<file path="config.mk">
export PLATFORM = sky130hd
export DESIGN_NAME = serial_irq_gpio
export DESIGN_NICKNAME = d
export VERILOG_FILES = /design/src/rtl/irqio_pkg.sv /design/src/rtl/irq_merge.sv /design/src/rtl/out_port.sv /design/src/rtl/in_sync.sv /design/src/rtl/serial_irq_gpio.sv
export SDC_FILE = /design/constraint.sdc
export NUM_CORES = 1
export LEC_CHECK = 0
export ABC_AREA = 1
export CAP_MARGIN = 20
export CORE_UTILIZATION = 45
export DETAILED_ROUTE_END_ITERATION = 10
export PLACE_DENSITY = 0.89
export SETUP_SLACK_MARGIN = 0.4
export SLEW_MARGIN = 20
export SYNTH_ARGS = -nofsm -noshare
export SYNTH_HDL_FRONTEND = slang
export SYNTH_HIERARCHICAL = 1
export SYNTH_SLANG_ARGS = --single-unit
</file>
<file path="constraint.sdc">
create_clock -name clk -period 2.5 [get_ports clk]
set_input_delay 0.375 -clock clk [delete_from_list [all_inputs] [get_ports clk]]
set_output_delay 0.375 -clock clk [all_outputs]
set_load 0.03 [all_outputs]
</file>
<file path="src/rtl/irqio_pkg.sv">
// Package: shared constants for the serial controller's common section.
// Assumes a 4-bit register address and an 8-bit data bus.
package irqio_pkg;
    localparam int ADDR_W = 4;
    localparam int DATA_W = 8;

    localparam logic [ADDR_W-1:0] ADR_INPORT = 4'h4;
    localparam logic [ADDR_W-1:0] ADR_ISTAT  = 4'h5;
    localparam logic [ADDR_W-1:0] ADR_OCFG   = 4'hD;
    localparam logic [ADDR_W-1:0] ADR_OSET   = 4'hE;
    localparam logic [ADDR_W-1:0] ADR_OCLR   = 4'hF;

    // Nibble stride between channel fields in the status byte
    localparam int CH_STRIDE = 4;
endpackage

</file>
<file path="src/rtl/irq_merge.sv">
// irq_merge: builds the interrupt status byte from per-channel ready
// sources, holds the write-only mask and registers the active-low request.
// Assumes NCH * CH_STRIDE <= DATA_W. Sources are synchronous to clk.
module irq_merge
    import irqio_pkg::*;
#(
    parameter int NCH = 2
) (
    input  logic              clk,
    input  logic              rst_n,
    input  logic              mask_we,
    input  logic [DATA_W-1:0] wdata,
    input  logic [NCH-1:0]    tx_rdy,
    input  logic [NCH-1:0]    rx_rdy,
    output logic [DATA_W-1:0] status,
    output logic              irq_n
);
    logic [DATA_W-1:0] mask_q;

    // Place each channel's sources in its nibble; unused bits stay 0
    always_comb begin
        status = '0;
        for (int ch = 0; ch < NCH; ch++) begin
            status[CH_STRIDE*ch]     = tx_rdy[ch];
            status[CH_STRIDE*ch + 1] = rx_rdy[ch];
        end
    end

    // Mask register, loaded by writes to the status address
    always_ff @(posedge clk) begin
        if (!rst_n)       mask_q <= '0;
        else if (mask_we) mask_q <= wdata;
    end

    // Registered request, low while any enabled source is active
    always_ff @(posedge clk) begin
        if (!rst_n) irq_n <= 1'b1;
        else        irq_n <= ~|(status & mask_q);
    end

    a_r3_mask_load: assert property (@(posedge clk) disable iff (!rst_n)
        mask_we |=> (mask_q == $past(wdata)));
    a_r4_irq_assert: assert property (@(posedge clk) disable iff (!rst_n)
        (|(status & mask_q)) |=> !irq_n);
    a_r4_irq_release: assert property (@(posedge clk) disable iff (!rst_n)
        !(|(status & mask_q)) |=> irq_n);
    a_r1_mask_reset: assert property (@(posedge clk)
        !rst_n |=> (mask_q == '0 && irq_n));
endmodule

</file>
<file path="src/rtl/out_port.sv">
// out_port: output-port register changed only by set and clear strobes,
// plus a per-pin configuration that picks register or alternate source.
// Assumes set and clear strobes never arrive in the same cycle.
module out_port #(
    parameter int OUT_W = 8
) (
    input  logic             clk,
    input  logic             rst_n,
    input  logic             set_we,
    input  logic             clr_we,
    input  logic             cfg_we,
    input  logic [OUT_W-1:0] wdata,
    input  logic [OUT_W-1:0] alt_func,
    output logic [OUT_W-1:0] pins
);
    logic [OUT_W-1:0] op_q;
    logic [OUT_W-1:0] cfg_q;

    // Bit-wise set or clear of the output-port register
    always_ff @(posedge clk) begin
        if (!rst_n)      op_q <= '0;
        else if (set_we) op_q <= op_q | wdata;
        else if (clr_we) op_q <= op_q & ~wdata;
    end

    // Pin configuration register
    always_ff @(posedge clk) begin
        if (!rst_n)      cfg_q <= '0;
        else if (cfg_we) cfg_q <= wdata;
    end

    // Per-pin source selection; register bits drive pins inverted
    for (genvar i = 0; i < OUT_W; i++) begin : g_pin
        assign pins[i] = cfg_q[i] ? alt_func[i] : ~op_q[i];
    end

    a_r5_set_bits: assert property (@(posedge clk) disable iff (!rst_n)
        set_we |=> ((op_q & $past(wdata)) == $past(wdata)
                    && (op_q & ~$past(wdata)) == ($past(op_q) & ~$past(wdata))));
    a_r6_clr_bits: assert property (@(posedge clk) disable iff (!rst_n)
        clr_we |=> ((op_q & $past(wdata)) == '0
                    && (op_q & ~$past(wdata)) == ($past(op_q) & ~$past(wdata))));
    a_r9_op_hold: assert property (@(posedge clk) disable iff (!rst_n)
        (!set_we && !clr_we) |=> $stable(op_q));
    a_r1_port_reset: assert property (@(posedge clk)
        !rst_n |=> (op_q == '0 && cfg_q == '0));
endmodule

</file>
<file path="src/rtl/in_sync.sv">
// in_sync: multi-stage synchronizer for asynchronous input pins.
// Presents the result in asserted-high sense (low pin reads as 1).
// Assumes STAGES >= 1; pins idle high, so reset fills the chain with ones.
module in_sync #(
    parameter int W      = 7,
    parameter int STAGES = 2
) (
    input  logic         clk,
    input  logic         rst_n,
    input  logic [W-1:0] pins,
    output logic [W-1:0] asserted
);
    logic [STAGES-1:0][W-1:0] chain_q;

    // First stage samples the raw pins
    always_ff @(posedge clk) begin
        if (!rst_n) chain_q[0] <= '1;
        else        chain_q[0] <= pins;
    end

    for (genvar s = 1; s < STAGES; s++) begin : g_stage
        // Later stages shift the sample down the chain
        always_ff @(posedge clk) begin
            if (!rst_n) chain_q[s] <= '1;
            else        chain_q[s] <= chain_q[s-1];
        end
    end

    assign asserted = ~chain_q[STAGES-1];

    a_r8_first_stage: assert property (@(posedge clk) disable iff (!rst_n)
        1'b1 |=> (chain_q[0] == $past(pins)));
endmodule

</file>
<file path="src/rtl/serial_irq_gpio.sv">
// serial_irq_gpio: shared interrupt and I/O section of a dual-channel
// serial controller. Decodes the register bus into mask, set, clear and
// configuration strobes and muxes status and input-port read data.
// Assumes a single-cycle write strobe and combinational read data.
module serial_irq_gpio
    import irqio_pkg::*;
#(
    parameter int NCH         = 2,
    parameter int OUT_W       = 8,
    parameter int IN_W        = 7,
    parameter int SYNC_STAGES = 2
) (
    input  logic              clk,
    input  logic              rst_n,
    input  logic              bus_wr,
    input  logic [ADDR_W-1:0] bus_addr,
    input  logic [DATA_W-1:0] bus_wdata,
    output logic [DATA_W-1:0] bus_rdata,
    input  logic [NCH-1:0]    tx_rdy,
    input  logic [NCH-1:0]    rx_rdy,
    output logic              irq_n,
    input  logic [IN_W-1:0]   in_pins,
    input  logic [OUT_W-1:0]  alt_func,
    output logic [OUT_W-1:0]  out_pins
);
    logic              mask_we, set_we, clr_we, cfg_we;
    logic [DATA_W-1:0] status;
    logic [IN_W-1:0]   in_asserted;

    // Write strobe decode
    always_comb begin
        mask_we = bus_wr && (bus_addr == ADR_ISTAT);
        set_we  = bus_wr && (bus_addr == ADR_OSET);
        clr_we  = bus_wr && (bus_addr == ADR_OCLR);
        cfg_we  = bus_wr && (bus_addr == ADR_OCFG);
    end

    irq_merge #(.NCH(NCH)) u_irq (
        .clk     (clk),
        .rst_n   (rst_n),
        .mask_we (mask_we),
        .wdata   (bus_wdata),
        .tx_rdy  (tx_rdy),
        .rx_rdy  (rx_rdy),
        .status  (status),
        .irq_n   (irq_n)
    );

    out_port #(.OUT_W(OUT_W)) u_out (
        .clk      (clk),
        .rst_n    (rst_n),
        .set_we   (set_we),
        .clr_we   (clr_we),
        .cfg_we   (cfg_we),
        .wdata    (bus_wdata[OUT_W-1:0]),
        .alt_func (alt_func),
        .pins     (out_pins)
    );

    in_sync #(.W(IN_W), .STAGES(SYNC_STAGES)) u_in (
        .clk      (clk),
        .rst_n    (rst_n),
        .pins     (in_pins),
        .asserted (in_asserted)
    );

    // Read data mux; unused addresses read zero
    always_comb begin
        bus_rdata = '0;
        case (bus_addr)
            ADR_ISTAT:  bus_rdata = status;
            ADR_INPORT: bus_rdata[IN_W-1:0] = in_asserted;
            default:    bus_rdata = '0;
        endcase
    end

    a_r9_write_decode: assert property (@(posedge clk) disable iff (!rst_n)
        $onehot0({mask_we, set_we, clr_we, cfg_we}));
endmodule

</file>
# [After elaboration in Yosys (flattened, before gate mapping)]
# Cells that the tools add are included.
[totals] ff_bits=39
[classes] eq_ne=5 n_mux=11 bitwise=13 reduce_logical=7
[ops] operator="$mux W8" count=2
[ops] operator="$pmux W7 S2" count=1
[ops] operator="$eq A4 B4 Y1 const B" count=3
[ops] operator="$and A6 B8 Y8" count=1
[ops] operator="$and A8 B8 Y8" count=1
[ops] operator="$eq A4 B3 Y1 const B" count=2
[ops] operator="$mux W1" count=8
[ops] operator="$not A1 Y1" count=8
[ops] operator="$not A8 Y8" count=1
[ops] operator="$or A8 B8 Y8" count=1
[ops] operator="$reduce_or A8 Y1" count=1
[ops] operator="$not A7 Y7" count=1
[ops] operator="$logic_and A1 B1 Y1" count=4
[ops] operator="$reduce_bool A2 Y1" count=1
[ops] operator="$logic_not A1 Y1" count=1

# [Longest topological paths before layout]
[logic_depth] word_depth=4 mapped_depth=7 depth_no_buf=7

# [By module]
# Netlist, hierarchy kept.
[by_module_without_submodules] module="out_port" instances=1 cells_each=92 area_each_um2=638.1
[by_module_without_submodules] module="in_sync" instances=1 cells_each=50 area_each_um2=422.9
[by_module_without_submodules] module="irq_merge" instances=1 cells_each=34 area_each_um2=245.2
[by_module_without_submodules] module="serial_irq_gpio" instances=1 cells_each=38 area_each_um2=187.7

# [Worst setup path after synthesis]
# No wires, ideal clock.
[synth_timing] path_kind="register to output" from="register u_out.cfg_q[7]" to="output port out_pins[7]" t_arrival_ps=993 t_required_ps=2125 setup_slack_ps=1132 path_stages_with_launch=2 n_path_buf=0 path_cell_list="dfxtp_1 > o21ai_0"
[synth_between] elab_chain_cells=1
[synth_lines] item="start: declaration" line="out_port.sv:17" source="logic [OUT_W-1:0] cfg_q;"
[synth_lines] item="start signal: assignment" line="out_port.sv:29" source="else if (cfg_we) cfg_q <= wdata;"
[synth_lines] item="$mux W1" line="out_port.sv:34" source="assign pins[i] = cfg_q[i] ? alt_func[i] : ~op_q[i];"
[synth_lines] item="end: declaration" line="serial_irq_gpio.sv:24" source="output logic [OUT_W-1:0] out_pins"
# Every way passes these cells.

# [Worst setup path after layout]
[layout_timing] from="input port alt_func[3]" to="output port out_pins[3]"
[layout_between] elab_chain_cells=1
[layout_lines] item="start: declaration" line="serial_irq_gpio.sv:23" source="input logic [OUT_W-1:0] alt_func,"
[layout_lines] item="$mux W1" line="out_port.sv:34"
# Every way passes these cells.

==> metrics.md <==
| Metric | Value |
|---|---|
| Vias in the first global route | 1351 |
| Post-route DRC | 0 |
| #FFs+latches synth | 35 |
| Period utilisation layout | 81.0% |
| Final HPWL DP | 2.36 mm |
| FMAX | 494 MHz |
| CP max FO | 1 |
| RSZ-0062 raised after global routing | false |
| Endpoint class of the critical path | primary output |
| Cts bufs inserted | 5 |
| Synth warn | 6 |
| CP cell instances | clkdlybuf4s50_1 -> nand2_1 -> o21ai_0 -> clkdlybuf4s50_1 |
| Core ar. | 3100 um^2 |
| Drt wl/cell | 10.6 um |
| Setup tns final | 0 ps |
| Global route overflow | 0 |
| Reg power frac | 57.4% |
| Reg-to-reg startpoint | u_irq/mask_q[1] |
| Initial Util | 48.1% |
| Worst slew margin | 62.1% |
| NetSw | 252 uW |
| Post-synthesis cell type count | 16 |
| Layout Nets | 303 |
| Sequential element share of the synthesized area | 46.9% |
| Slowest library cell on the worst path | clkdlybuf4s50_1 |
| Fin. Hold Viols | 0 |
| Final-report setup violation count | 0 |
| Clk root buf | clkbuf_4 |
| Row cnt | 20 |
| First-pass DRT Iterations | 4 |
| Fin worst setup slack | 475 ps |
| Fraction of layout cells with a size suffix above 1 | 10.0% |
| P&R area growth vs syn | 38.8% |
| Critical path required time | 2120 ps |
| Synthesized area | 1490 um^2 |
| RePlAce Congestion | 0.783 |
| Worst EP arrival | 1650 ps |
| Worst Setup SP | alt_func[3] |
| Total Power | 1010 uW |
| Clock power share | 28.2% |
| Sw frac | 24.9% |
| Top cell family by delay on the critical path | buffers and inverters |
| Maximum capacitance violations | 0 |
| Worst VDD drop | 0.379 mV |
| Most frequent cells in the layout | 63 x nand2_1, 40 x clkdlybuf4s50_1, 35 x dfxtp_1 |
| Die area | 3550 um^2 |
| Min-delay worst type | register to register |
| DRT antenna net count | 0 |
| First-pass GRT wire length | 5.47 mm |
| Diode count | 0 |
| Later-pin clock latency in the skew report | 330 ps |
| Vias post-DR | 1479 |
| Power density over cell area | 488 nW/um^2 |
| Vias per inst | 4.71 |
| Buffer levels on the longest clock path | 2 |
| Worst slack, placed | 56.9 ps |
| Buffers on Ports | 49 |
| Placed cells | 302 |
| Syn avg cell area | 6.98 um^2 |
| Critical Path Most Common Cell | clkdlybuf4s50_1 |
| Leakage power | 0.000980 uW |
| CTS H-Tree Depth | 2 |
| Height of the die | 59.6 um |
| GRT Util Overall | 20.7% |
| Setup CP Type | input port to primary output |
| CP startpoint kind | input port |
| Most common library cell in the layout ignoring fill and taps | nand2_1 |
| Clock Sink Count | 35 |
| Final wirelength | 3.34 mm |
| Filler Cell Count | 278 |
| Critical Path Max Stage Delay | 690 ps |
| Io pins | 51 |
| Comb pwr share | 14.5% |
| Initial antenna violation count | 0 |
| Tmin final | 2020 ps |
| Status | finished, final reports clean |
| Clock transition at path regs | 100 ps |
| Int Pwr | 759 uW |
| Die X | 59.6 um |
| Syn Inst Count | 214 |
| Initial detailed-routing violation count | 52 |
| Worst hold path startpoint | u_in/chain_q[3] |
| Final Max Tran Viols | 0 |
| Setup Skew | 0.788 ps |
| Pin count of the biggest net entering global routing | 29 |
| Non-filler cells, final | 314 |
| Worst Max-Slew Pin Slew | 566 ps |
| CTS tree | done |
| Worst path buffer plus inverter count | 2 |
layer usage:
metal / GRT usage [%] / vias to the layer above / routed length [um]
li1: - / 758 / -
met1: 23.9 / 658 / 1380
met2: 35.8 / 55 / 1670
met3: 4.37 / 8 / 201
met4: 10.6 / 0 / 81
met5: 0 / - / 0
path summary, 6_finish.rpt:
| path | to | slack [ps] | depth (start not counted) |
|---|---|---|---|
| setup / recovery | out_pins[3] | 480 | 4 |
| hold / removal | u_in/chain_q[10] | 410 | 2 |
| hold reg to reg | u_in/chain_q[10] | 410 | 2 |
| setup reg to reg | u_irq/irq_n | 1820 | 3 |
through the flow:
step	hold WS, ps	instance area (um^2)	util, %
after global routing	428	2070	66.8
after global placement	381	1990	64.1
final	410	2070	66.8
after detailed placement	386	1990	64.1
after floorplan	380	1510	-
after CTS	409	2060	66.3
final cells by class:
class / count / area (um^2) / area share, %
clock buffers: 7 / 45.0 / 2.17
well taps: 44 / 55.1 / 2.66
multi-input cells: 142 / 612 / 29.5
flip-flops and latches: 35 / 701 / 33.8
inverters: 28 / 105 / 5.07
clock inverters: 1 / 5.00 / 0.241
repair buffers: 57 / 551 / 26.6
cell usage after synthesis:
master,count,area (um^2)
buf_4,8,60.1
o21ai_0,21,105
dfxtp_1,35,701
a21oi_1,8,40.0
nand2_1,63,236
clkbuf_2,1,5.00
buf_6,2,22.5
conb_1,1,3.75
inv_1,25,93.8
nand3_1,14,70.1
nor3_1,2,10.0
nor2_1,27,101
nor2_4,2,22.5
buf_2,1,5.00
inv_2,3,11.3
nor2_2,1,6.26
what timing repair did:
item,in CTS,in global routing
gates cloned,0,0
gates resized for setup,20,7
setup buffers,1,3
pin swaps,1,2
endpoints found under the setup margin,7,8
hold buffers,0,0
worst register-to-register path, stage by stage (launching register included):
cell     delay, ps
dfxtp_1        350
nand2_1         60
nand2_1         60
o21ai_0         80
power by group through the flow:
| stage | sequential [uW] | clock (uW) | combinational, uW |
|---|---|---|---|
| 6_report | 580 | 285 | 146 |
| 5_1_grt | 582 | 322 | 159 |
| 4_1_cts | 580 | 292 | 143 |
| 3_5_place_dp | 593 | 0 | 141 |
| 3_3_place_gp | 592 | 0 | 138 |
| 2_1_floorplan | 592 | 0 | 64.8 |
logic make-up (layout without fill, tap and decap cells):
kind of cell | Yosys count | after routing | share of synthesized area, %
buf+inv | 40 | 93 | 13.2
flops | 35 | 35 | 46.9
other cells | 1 | 4 | 0.251
compound gates | 29 | 29 | 9.72
simple gates | 109 | 109 | 29.9
No activity file was read; power rests on OpenSTA's default activity.
